## src/rtl/mpt_pkg.sv

```systemverilog
package mpt_pkg;

  typedef enum logic [1:0] {
    K_FIXED = 2'd0,
    K_WALK1 = 2'd1,
    K_WALK0 = 2'd2
  } pat_kind_t;

  typedef enum logic [1:0] {
    S_IDLE  = 2'd0,
    S_FILL  = 2'd1,
    S_READ  = 2'd2,
    S_FLUSH = 2'd3
  } sweep_state_t;

  localparam int NUM_FIXED = 4;

endpackage

```

## src/rtl/mpt_sched.sv

```systemverilog
module mpt_sched
  import mpt_pkg::*;
#(
  parameter int DATA_W = 16
) (
  input  logic              clk,
  input  logic              rst_n,
  input  logic              restart,
  input  logic              advance,
  output logic [DATA_W-1:0] pattern,
  output logic              last_pass
);

  localparam int FIDX_W = $clog2(NUM_FIXED);
  localparam logic [FIDX_W-1:0] FIDX_LAST = FIDX_W'(NUM_FIXED - 1);

  pat_kind_t         kind_q;
  logic [FIDX_W-1:0] fidx_q;
  logic [DATA_W-1:0] pat_q;

  // Fixed pattern table: alternating bits (MSB set), its complement, ones, zeros.
  function automatic logic [DATA_W-1:0] fixed_pat(input logic [FIDX_W-1:0] idx);
    logic [DATA_W-1:0] alt;
    for (int b = 0; b < DATA_W; b++) alt[b] = b[0];
    case (idx)
      FIDX_W'(0): fixed_pat = alt;
      FIDX_W'(1): fixed_pat = ~alt;
      FIDX_W'(2): fixed_pat = '1;
      default:    fixed_pat = '0;
    endcase
  endfunction

  function automatic logic [DATA_W-1:0] rotl1(input logic [DATA_W-1:0] v);
    rotl1 = {v[DATA_W-2:0], v[DATA_W-1]};
  endfunction

  localparam logic [DATA_W-1:0] ONE_HOT0 = DATA_W'(1);

  // The walking-zero phase ends when the bit about to rotate out is a zero.
  assign last_pass = (kind_q == K_WALK0) && !pat_q[DATA_W-1];
  assign pattern   = pat_q;

  always_ff @(posedge clk or negedge rst_n) begin
    if (!rst_n) begin
      kind_q <= K_FIXED;
      fidx_q <= '0;
      pat_q  <= fixed_pat('0);
    end else if (restart) begin
      kind_q <= K_FIXED;
      fidx_q <= '0;
      pat_q  <= fixed_pat('0);
    end else if (advance) begin
      case (kind_q)
        K_FIXED: begin
          if (fidx_q == FIDX_LAST) begin
            kind_q <= K_WALK1;
            pat_q  <= ONE_HOT0;
          end else begin
            fidx_q <= fidx_q + 1'b1;
            pat_q  <= fixed_pat(fidx_q + 1'b1);
          end
        end
        K_WALK1: begin
          if (pat_q[DATA_W-1]) begin
            kind_q <= K_WALK0;
            pat_q  <= ~ONE_HOT0;
          end else begin
            pat_q <= rotl1(pat_q);
          end
        end
        default: pat_q <= rotl1(pat_q);
      endcase
    end
  end

  assert_walk1_single_R3: assert property (@(posedge clk) disable iff (!rst_n)
    (kind_q == K_WALK1) |-> ($countones(pat_q) == 1));

  assert_walk0_single_R3: assert property (@(posedge clk) disable iff (!rst_n)
    (kind_q == K_WALK0) |-> ($countones(~pat_q) == 1));

endmodule

```

## src/rtl/mpt_sweep.sv

```systemverilog
module mpt_sweep
  import mpt_pkg::*;
#(
  parameter int ADDR_W = 20,
  parameter int DATA_W = 16
) (
  input  logic              clk,
  input  logic              rst_n,
  input  logic              start,
  input  logic [ADDR_W-1:0] win_lo,
  input  logic [ADDR_W-1:0] win_hi,
  input  logic              last_pass,
  output logic              sched_restart,
  output logic              sched_advance,
  output logic              run_accept,
  output logic              rd_issue,
  output logic              busy,
  output logic              done,
  output logic              req,
  output logic              we,
  output logic [ADDR_W-1:0] addr
);

  localparam logic [ADDR_W-1:0] STEP = ADDR_W'(DATA_W / 8);

  sweep_state_t      st_q;
  logic [ADDR_W-1:0] lo_q, hi_q, cur_q;
  logic              done_q;
  logic              at_end;

  assign at_end        = (cur_q == hi_q);
  assign run_accept    = (st_q == S_IDLE) && start;
  assign sched_restart = run_accept;
  assign sched_advance = (st_q == S_READ) && at_end && !last_pass;
  assign rd_issue      = (st_q == S_READ);
  assign req           = (st_q == S_FILL) || (st_q == S_READ);
  assign we            = (st_q == S_FILL);
  assign addr          = cur_q;
  assign busy          = (st_q != S_IDLE);
  assign done          = done_q;

  always_ff @(posedge clk or negedge rst_n) begin
    if (!rst_n) begin
      st_q   <= S_IDLE;
      lo_q   <= '0;
      hi_q   <= '0;
      cur_q  <= '0;
      done_q <= 1'b0;
    end else begin
      done_q <= (st_q == S_FLUSH);
      case (st_q)
        S_IDLE: if (start) begin
          lo_q  <= win_lo;
          hi_q  <= win_hi;
          cur_q <= win_lo;
          st_q  <= S_FILL;
        end
        S_FILL: begin
          if (at_end) begin
            cur_q <= lo_q;
            st_q  <= S_READ;
          end else begin
            cur_q <= cur_q + STEP;
          end
        end
        S_READ: begin
          if (at_end) begin
            cur_q <= lo_q;
            st_q  <= last_pass ? S_FLUSH : S_FILL;
          end else begin
            cur_q <= cur_q + STEP;
          end
        end
        default: st_q <= S_IDLE;
      endcase
    end
  end

  assert_addr_in_window_R2: assert property (@(posedge clk) disable iff (!rst_n)
    req |-> (addr >= lo_q && addr <= hi_q));

  assert_quiet_when_idle_R8: assert property (@(posedge clk) disable iff (!rst_n)
    !busy |-> !req);

  assert_done_single_R8: assert property (@(posedge clk) disable iff (!rst_n)
    done |=> !done);

  assert_done_after_flush_R8: assert property (@(posedge clk) disable iff (!rst_n)
    done |-> !busy);

endmodule

```

## src/rtl/mpt_check.sv

```systemverilog
module mpt_check #(
  parameter int ADDR_W = 20,
  parameter int DATA_W = 16,
  parameter int CNT_W  = 16
) (
  input  logic              clk,
  input  logic              rst_n,
  input  logic              clr,
  input  logic              rd_issue,
  input  logic [ADDR_W-1:0] rd_addr,
  input  logic [DATA_W-1:0] rd_expect,
  input  logic [DATA_W-1:0] rdata,
  output logic              mismatch,
  output logic [CNT_W-1:0]  err_cnt,
  output logic [ADDR_W-1:0] bad_addr,
  output logic [DATA_W-1:0] bad_rdata,
  output logic [DATA_W-1:0] bad_expect
);

  localparam logic [CNT_W-1:0] CNT_MAX = '1;

  logic              vld_q;
  logic [ADDR_W-1:0] addr_q;
  logic [DATA_W-1:0] exp_q;
  logic [CNT_W-1:0]  cnt_q;

  function automatic logic [CNT_W-1:0] sat_inc(input logic [CNT_W-1:0] c);
    sat_inc = (c == CNT_MAX) ? c : c + 1'b1;
  endfunction

  assign mismatch = vld_q && (rdata != exp_q);
  assign err_cnt  = cnt_q;

  // Read pipeline: address and expectation travel with the one-cycle read latency.
  always_ff @(posedge clk or negedge rst_n) begin
    if (!rst_n) begin
      vld_q  <= 1'b0;
      addr_q <= '0;
      exp_q  <= '0;
    end else begin
      vld_q <= rd_issue;
      if (rd_issue) begin
        addr_q <= rd_addr;
        exp_q  <= rd_expect;
      end
    end
  end

  always_ff @(posedge clk or negedge rst_n) begin
    if (!rst_n) begin
      cnt_q      <= '0;
      bad_addr   <= '0;
      bad_rdata  <= '0;
      bad_expect <= '0;
    end else if (clr) begin
      cnt_q <= '0;
    end else if (mismatch) begin
      cnt_q      <= sat_inc(cnt_q);
      bad_addr   <= addr_q;
      bad_rdata  <= rdata;
      bad_expect <= exp_q;
    end
  end

  assert_count_step_R5: assert property (@(posedge clk) disable iff (!rst_n)
    !clr |=> (cnt_q == $past(cnt_q) || cnt_q == $past(cnt_q) + 1'b1));

  assert_count_saturates_R5: assert property (@(posedge clk) disable iff (!rst_n)
    (cnt_q == CNT_MAX && !clr) |=> (cnt_q == CNT_MAX));

  assert_mismatch_counted_R5: assert property (@(posedge clk) disable iff (!rst_n)
    (mismatch && !clr) |=> (cnt_q != '0));

  assert_clear_on_start_R7: assert property (@(posedge clk) disable iff (!rst_n)
    clr |=> (cnt_q == '0));

endmodule

```

## src/rtl/mem_pattern_tester.sv

```systemverilog
module mem_pattern_tester
  import mpt_pkg::*;
#(
  parameter int ADDR_W = 20,
  parameter int DATA_W = 16,
  parameter int CNT_W  = 16
) (
  input  logic              clk,
  input  logic              rst_n,
  input  logic              start_i,
  input  logic [ADDR_W-1:0] win_lo_i,
  input  logic [ADDR_W-1:0] win_hi_i,
  output logic              busy_o,
  output logic              done_o,
  output logic              mem_req_o,
  output logic              mem_we_o,
  output logic [ADDR_W-1:0] mem_addr_o,
  output logic [DATA_W-1:0] mem_wdata_o,
  input  logic [DATA_W-1:0] mem_rdata_i,
  output logic [CNT_W-1:0]  err_count_o,
  output logic [ADDR_W-1:0] fail_addr_o,
  output logic [DATA_W-1:0] fail_rdata_o,
  output logic [DATA_W-1:0] fail_expect_o
);

  // Internal events, named so assertions and waveforms can refer to them.
  logic              ev_restart;
  logic              ev_advance;
  logic              ev_accept;
  logic              ev_rd_issue;
  logic              ev_mismatch;
  logic              last_pass;
  logic [DATA_W-1:0] cur_pattern;

  mpt_sched #(.DATA_W(DATA_W)) u_sched (
    .clk       (clk),
    .rst_n     (rst_n),
    .restart   (ev_restart),
    .advance   (ev_advance),
    .pattern   (cur_pattern),
    .last_pass (last_pass)
  );

  mpt_sweep #(.ADDR_W(ADDR_W), .DATA_W(DATA_W)) u_sweep (
    .clk           (clk),
    .rst_n         (rst_n),
    .start         (start_i),
    .win_lo        (win_lo_i),
    .win_hi        (win_hi_i),
    .last_pass     (last_pass),
    .sched_restart (ev_restart),
    .sched_advance (ev_advance),
    .run_accept    (ev_accept),
    .rd_issue      (ev_rd_issue),
    .busy          (busy_o),
    .done          (done_o),
    .req           (mem_req_o),
    .we            (mem_we_o),
    .addr          (mem_addr_o)
  );

  mpt_check #(.ADDR_W(ADDR_W), .DATA_W(DATA_W), .CNT_W(CNT_W)) u_check (
    .clk        (clk),
    .rst_n      (rst_n),
    .clr        (ev_accept),
    .rd_issue   (ev_rd_issue),
    .rd_addr    (mem_addr_o),
    .rd_expect  (cur_pattern),
    .rdata      (mem_rdata_i),
    .mismatch   (ev_mismatch),
    .err_cnt    (err_count_o),
    .bad_addr   (fail_addr_o),
    .bad_rdata  (fail_rdata_o),
    .bad_expect (fail_expect_o)
  );

  assign mem_wdata_o = cur_pattern;

  assert_ignore_busy_start_R9: assert property (@(posedge clk) disable iff (!rst_n)
    busy_o |-> !ev_accept);

  assert_mismatch_only_running_R4: assert property (@(posedge clk) disable iff (!rst_n)
    ev_mismatch |-> $past(ev_rd_issue));

endmodule

```

## config.mk

```make
export PLATFORM = sky130hd
export DESIGN_NAME = mem_pattern_tester
export DESIGN_NICKNAME = d
export VERILOG_FILES = /design/src/rtl/mpt_pkg.sv /design/src/rtl/mpt_sched.sv /design/src/rtl/mpt_sweep.sv /design/src/rtl/mpt_check.sv /design/src/rtl/mem_pattern_tester.sv
export SDC_FILE = /design/constraint.sdc
export NUM_CORES = 1
export LEC_CHECK = 0
export CORE_UTILIZATION = 35
export DETAILED_ROUTE_END_ITERATION = 10
export HOLD_SLACK_MARGIN = 0.1
export SYNTH_ARGS = -nofsm -noshare
export SYNTH_HDL_FRONTEND = slang
export SYNTH_SLANG_ARGS = --single-unit
```

## constraint.sdc

```tcl
create_clock -name clk -period 3.5 [get_ports clk]
set_clock_uncertainty 0.2 [all_clocks]
set_input_delay 0.35 -clock clk [delete_from_list [all_inputs] [get_ports clk]]
set_output_delay 0.35 -clock clk [all_outputs]
set_load 0.005 [all_outputs]
```

# After elaboration in Yosys (flattened, before gate mapping)
# Index checks and enable logic that the tools add are counted.
# totals
register_bits	188
word_cells	88
# op_classes
n_addsub	3
n_eq_ne	18
muxes	26
bitwise	1
reduce_logical	25
# ops
operator	count
$mux W16	7
$pmux W16 S3	1
$mux W20	2
$pmux W20 S2	1
$pmux W16 S2	1
$mux W2	12
$add A20 B2 Y20 const B	1
$eq A20 B20 Y1	1
$add A16 B1 Y16 const B	1
$eq A16 B16 Y1 const B	1
$ne A16 B16 Y1	1
$eq A2 B2 Y1 const B	5
$reduce_bool A2 Y1	5
$ne A2 B2 Y1 const B	4
$reduce_and A2 Y1	4
$eq A2 B1 Y1 const B	3
$logic_not A2 Y1	3
$ne A3 B2 Y1 const B	2
$pmux W2 S3	1
$reduce_and A3 Y1	2
$logic_and A1 B1 Y1	5
$pmux W2 S2	1
$reduce_and A4 Y1	1
$reduce_bool A3 Y1	1
other kinds (6)	7

# Depth between registers and ports, before layout
# depth
ltp_word	7
depth_mapped	9
mapped_depth_nobuf	8

# Modules after synthesis
# A second synthesis with hierarchy kept.
# unflattened
cells_unflattened	735
area_unflattened_um2	9125.0
# by_module_without_submodules
module	n_inst	cells_each	area_each_um2
mpt_check	1	310	4650.7
mpt_sweep	1	319	3468.3
mpt_sched	1	106	1006.0

# Least setup slack after synthesis
# Ideal clock, no wire load.
# synth_timing
path_type	register -> register
start	register u_sweep.cur_q[6], in the netlist u_sweep.addr[6]
end	register u_sched.pat_q[10], in the netlist u_sched.pattern[10]
setup_ps	153
t_arrival_ps	1875
required_time_ps	3147
setup_slack_ps	1272
path_stages_with_launch	8
n_path_buf	1
period_less_slack_ps	2228
path_cell_list	dfrtp_1 clkbuf_1 xnor2_1 nand4_1 nor3_2 nand3_1 a21oi_1 a221oi_1
# synth_between
elab_chain_len	4
# synth_rtl
element	line	source
start, declared	mpt_sweep.sv:27	logic [ADDR_W-1:0] lo_q, hi_q, cur_q;
start signal, assigned	mpt_sweep.sv:55	cur_q <= win_lo;
start signal, assigned	mpt_sweep.sv:60	cur_q <= lo_q;
start signal, assigned	mpt_sweep.sv:63	cur_q <= cur_q + STEP;
$eq A20 B20 Y1	mpt_sweep.sv:31	assign at_end = (cur_q == hi_q);
$logic_and A1 B1 Y1 (2 in a row)	mpt_sweep.sv:34	assign sched_advance = (st_q == S_READ) && at_end && !last_pass;
$reduce_bool A2 Y1 (no source line)	--	
end signal, assigned	mpt_sched.sv:66	pat_q <= ~ONE_HOT0;
end signal, assigned	mpt_sched.sv:68	pat_q <= rotl1(pat_q);
end signal, assigned	mpt_sched.sv:71	default: pat_q <= rotl1(pat_q);
end, declared	mpt_sched.sv:19	logic [DATA_W-1:0] pat_q;
# Every way passes these cells.
# A chain may end at the register's enable or synchronous reset.

# Final worst setup path
# layout_timing
start	register u_sweep.st_q[0]
end	register u_check.bad_addr[18]
# layout_between
elab_chain_len	4
# layout_rtl
element	line	source
start, declared	mpt_sweep.sv:26	sweep_state_t st_q;
start signal, assigned	mpt_sweep.sv:69	st_q <= last_pass ? S_FLUSH : S_FILL;
$logic_not A2 Y1	mpt_sweep.sv:32	assign run_accept = (st_q == S_IDLE) && start;
$logic_and A1 B1 Y1	mpt_sweep.sv:32	
$not A1 Y1 (no source line)	--	
$reduce_and A2 Y1 (no source line)	--	
end signal, assigned	mpt_check.sv:59	bad_addr <= addr_q;
end, declared	mpt_check.sv:15	output logic [ADDR_W-1:0] bad_addr,
# Every way passes these cells.

==> flow_metrics.tcl <==
set metrics [dict create \
    outcome "finished, final reports clean" \
    fin_ws_ns 0.498 \
    cts_max_path_buffers 2 \
    leakage_nw 4.83 \
    rsz0062_at_grt "no" \
    synth_xor_area_share_pct 5.68 \
    die_w_um 160 \
    viasPerCell 5.09 \
    grt_util_all_layers_pct 18.8 \
    core_area_um2 24500 \
    crit_arrival_ns 3.13 \
    start_util_pct 35.9 \
    ys_seq_area_share_pct 53.7 \
    synth_area_leaders "dfrtp_1 51%, mux2_2 11%, nand2_1 6.4%" \
    slowest_delay_ns 0.86 \
    hold_path.class "in -> reg" \
    grt_pass1_wl_mm 37.7 \
    placed_cell_area_um2 10800 \
    cts_resized 0 \
    vias 6638 \
    max_slew.worst_pin.slew_ns 1.11 \
    design_area_um2 11400 \
    clk-insertion-delay-late_ns 0.44 \
    intPower_mw 5.84 \
    power_frac_clock_pct 22.7 \
    synthMuxAreaShare_pct 13.0 \
    cts_tree "built" \
    clkTransAtPathRegs_ns 0.08 \
    required_ns 3.62 \
    wl_mm 23.4 \
    async_flop_share_pct 100 \
    final_layout_size_suffix_gt1_share_pct 18.0 \
    synth_top_area_share_pct 51.3 \
    fin_tns_setup_ns 0 \
    synthCells 810 \
    final_net_count 1035 \
    fp-row-count 57 \
    pin_count 167 \
    fp.dieH_um 160 \
    cts.sinks 188 \
    synth-adder-area-share_pct 1.42 \
    fin_util_pct 46.7 \
    worstSetupStartpointType "flip-flop" \
    yosys.area.top_type "dfrtp_1" \
    antenna_found_initial 0 \
    seq_area_um2 4710 \
    path_buf_inv 2 \
    setup_violations 0 \
    power_switching_mw 3.17 \
    htreeDepth 4 \
    cts-root-buf "clkbuf_16" \
    post_drt_wl_per_cell_um 17.9 \
    crit_fanout 39 \
    synth_edf_count 0 \
    critical-path-top-delay-family "simple AND/OR/NAND/NOR gates" \
    crit_type "reg -> reg" \
    placed_cells 1270 \
    post-route-min-period_ns 3.00 \
    drtIter0Drc 418 \
    hold_violations 0 \
    synthToLayoutAreaGrowth_pct 30.0 \
    ir_worst_vdd_uv 326 \
    synth_top_family_by_area "simple AND/OR/NAND/NOR gates" \
    nFillCells 2301 \
    crit_path_end_kind "flip-flop" \
    grt_max_degree 91 \
    place.gp.congestion 0.802 \
    p_seq_share_pct 39.8 \
    drcViolationCount 0 \
    synth_flop_cell "dfrtp_1" \
    io_buffer_count 166 \
    synth_cell_types 53 \
    drt_pass1_iterations 5 \
    cts_inserted_buffers 17 \
    slew_headroom_pct 25.6 \
    switching_share_pct 35.2 \
    dpl.hpwl_mm 16.0 \
    synth.most_common_cell "dfrtp_1" \
    syn_avg_cell_area_um2 10.8 \
    synthTopCellsByCount "180 x dfrtp_1, 149 x nand2_1, 88 x mux2_2, 54 x xnor2_1, 47 x a21oi_1" \
    synth_fp_nets 879 \
    ys_ff_latch 188 \
    syn_area_um2 8780 \
    ys_warn_count 0 \
    total_power_mw 9.01 \
    period_share_pct 85.8 \
    clock.fmax_mhz 333 \
    synth-simple-area-share_pct 13.9 \
    power.density_nw_per_um2 789 \
    multiInputGateArea_um2 3780 \
    diodes 0 \
    hold_ws_ns 0.234 \
    ant_nets 0 \
    place_ws_ns 0.173 \
    synth_compound_area_share_pct 8.87 \
    worstPathCellList "inv_1, ha_1, and2_2, nor2_4, buf_4, mux2_2" \
    cap_violations 0 \
    pwr-share-comb_pct 37.5 \
    dieArea_um2 25700 \
    slowest_stage "nor2_4" \
    slew_violations 0 \
    overflow 0 \
    final_cells 1303 \
    grt_pass1_vias 6715 \
]
==> tightest hold or removal path, cell delays in order <==
cell	delay (ns)
clkdlybuf4s50_1	0.39
nand2_1	0.06
nand2_1	0.04
==> placed cells by master, fill, tap and decap left out, types with 18 or more instances in the layout <==
cell and count:
clkdlybuf4s50_1 165, xnor2_1 54, nand4_1 19, nand2_1 149, a21oi_1 47, dfrtp_1 180
buf_4 18, nor2_1 38, o21ai_0 20, inv_1 18, mux2_2 88
==> power by group through the flow <==
| stage | logic [mW] | clock network [mW] | registers [mW] |
|---|---|---|---|
| 4_1_cts | 3.42 | 2.10 | 3.60 |
| 3_5_place_dp | 3.40 | 0 | 3.63 |
| 3_3_place_gp | 3.35 | 0 | 3.63 |
| 2_1_floorplan | 2.09 | 0 | 3.36 |
| 5_1_grt | 3.72 | 2.19 | 3.68 |
| 6_report | 3.38 | 2.05 | 3.58 |
==> worst paths after layout <==
check	cells after the start	from	slack, ns	end
setup / recovery	6	u_sweep.st_q[0]	0.50	u_check.bad_addr[18]
hold / removal	3	win_hi_i[3]	0.23	u_sweep.hi_q[3]
setup reg to reg	6	u_sweep.st_q[0]	0.50	u_check.bad_addr[18]
hold reg to reg	2	u_sweep.lo_q[19]	0.28	u_sweep.lo_q[19]
max in group asynchronous	3	rst_n	1.86	u_sched.pattern[5]
min in group asynchronous	2	rst_n	0.34	u_check.bad_rdata[10]
==> cells by family after synthesis <==
family                     after synthesis
buffers and inverters                   67
AOI/OAI and AO/OA                      118
xor gates and xnor gates                57
DFF                                    188
and+or+nand+nor                        267
muxes                                  103
adders and majority gates               10
==> per-layer routing <==
metal	up-vias	share of wire (%)	global-route usage, %
met4	0	2.0	5.93
met1	3274	46	25.3
li1	3120	-	-
met2	211	47	30.3
met5	-	0	0
met3	33	5.2	3.87
==> timing repair <==
item | CTS | global route
endpoints found under the hold margin | 83 | 0
buffers inserted | 0 | 0
hold buffers | 1 | 0
==> flip-flops by register name, indices dropped and copies added, names as in the netlist <==
name	flops
u_sched.kind_q	2
u_check.bad_rdata	16
u_check.bad_addr	20
u_sweep.done	1
u_sweep.addr	20
u_sweep.lo_q	20
u_check.err_cnt	16
u_check.vld_q	1
u_check.addr_q	20
u_sched.fidx_q	2
u_sweep.hi_q	20
u_check.bad_expect	16
u_sweep.st_q	2
u_check.exp_q	16
u_sched.pattern	16
==> area by class of cell <==
| type | count | share of cell area (%) |
|---|---|---|
| inverter | 18 | 0.592 |
| clock buffer | 17 | 3.73 |
| timing repair buffer | 186 | 16.0 |
| multi-input combinational | 555 | 33.1 |
| sequential | 188 | 41.3 |
| clock inverter | 15 | 1.74 |
| tap | 324 | 3.55 |
No activity file was read; power rests on OpenSTA's default activity.
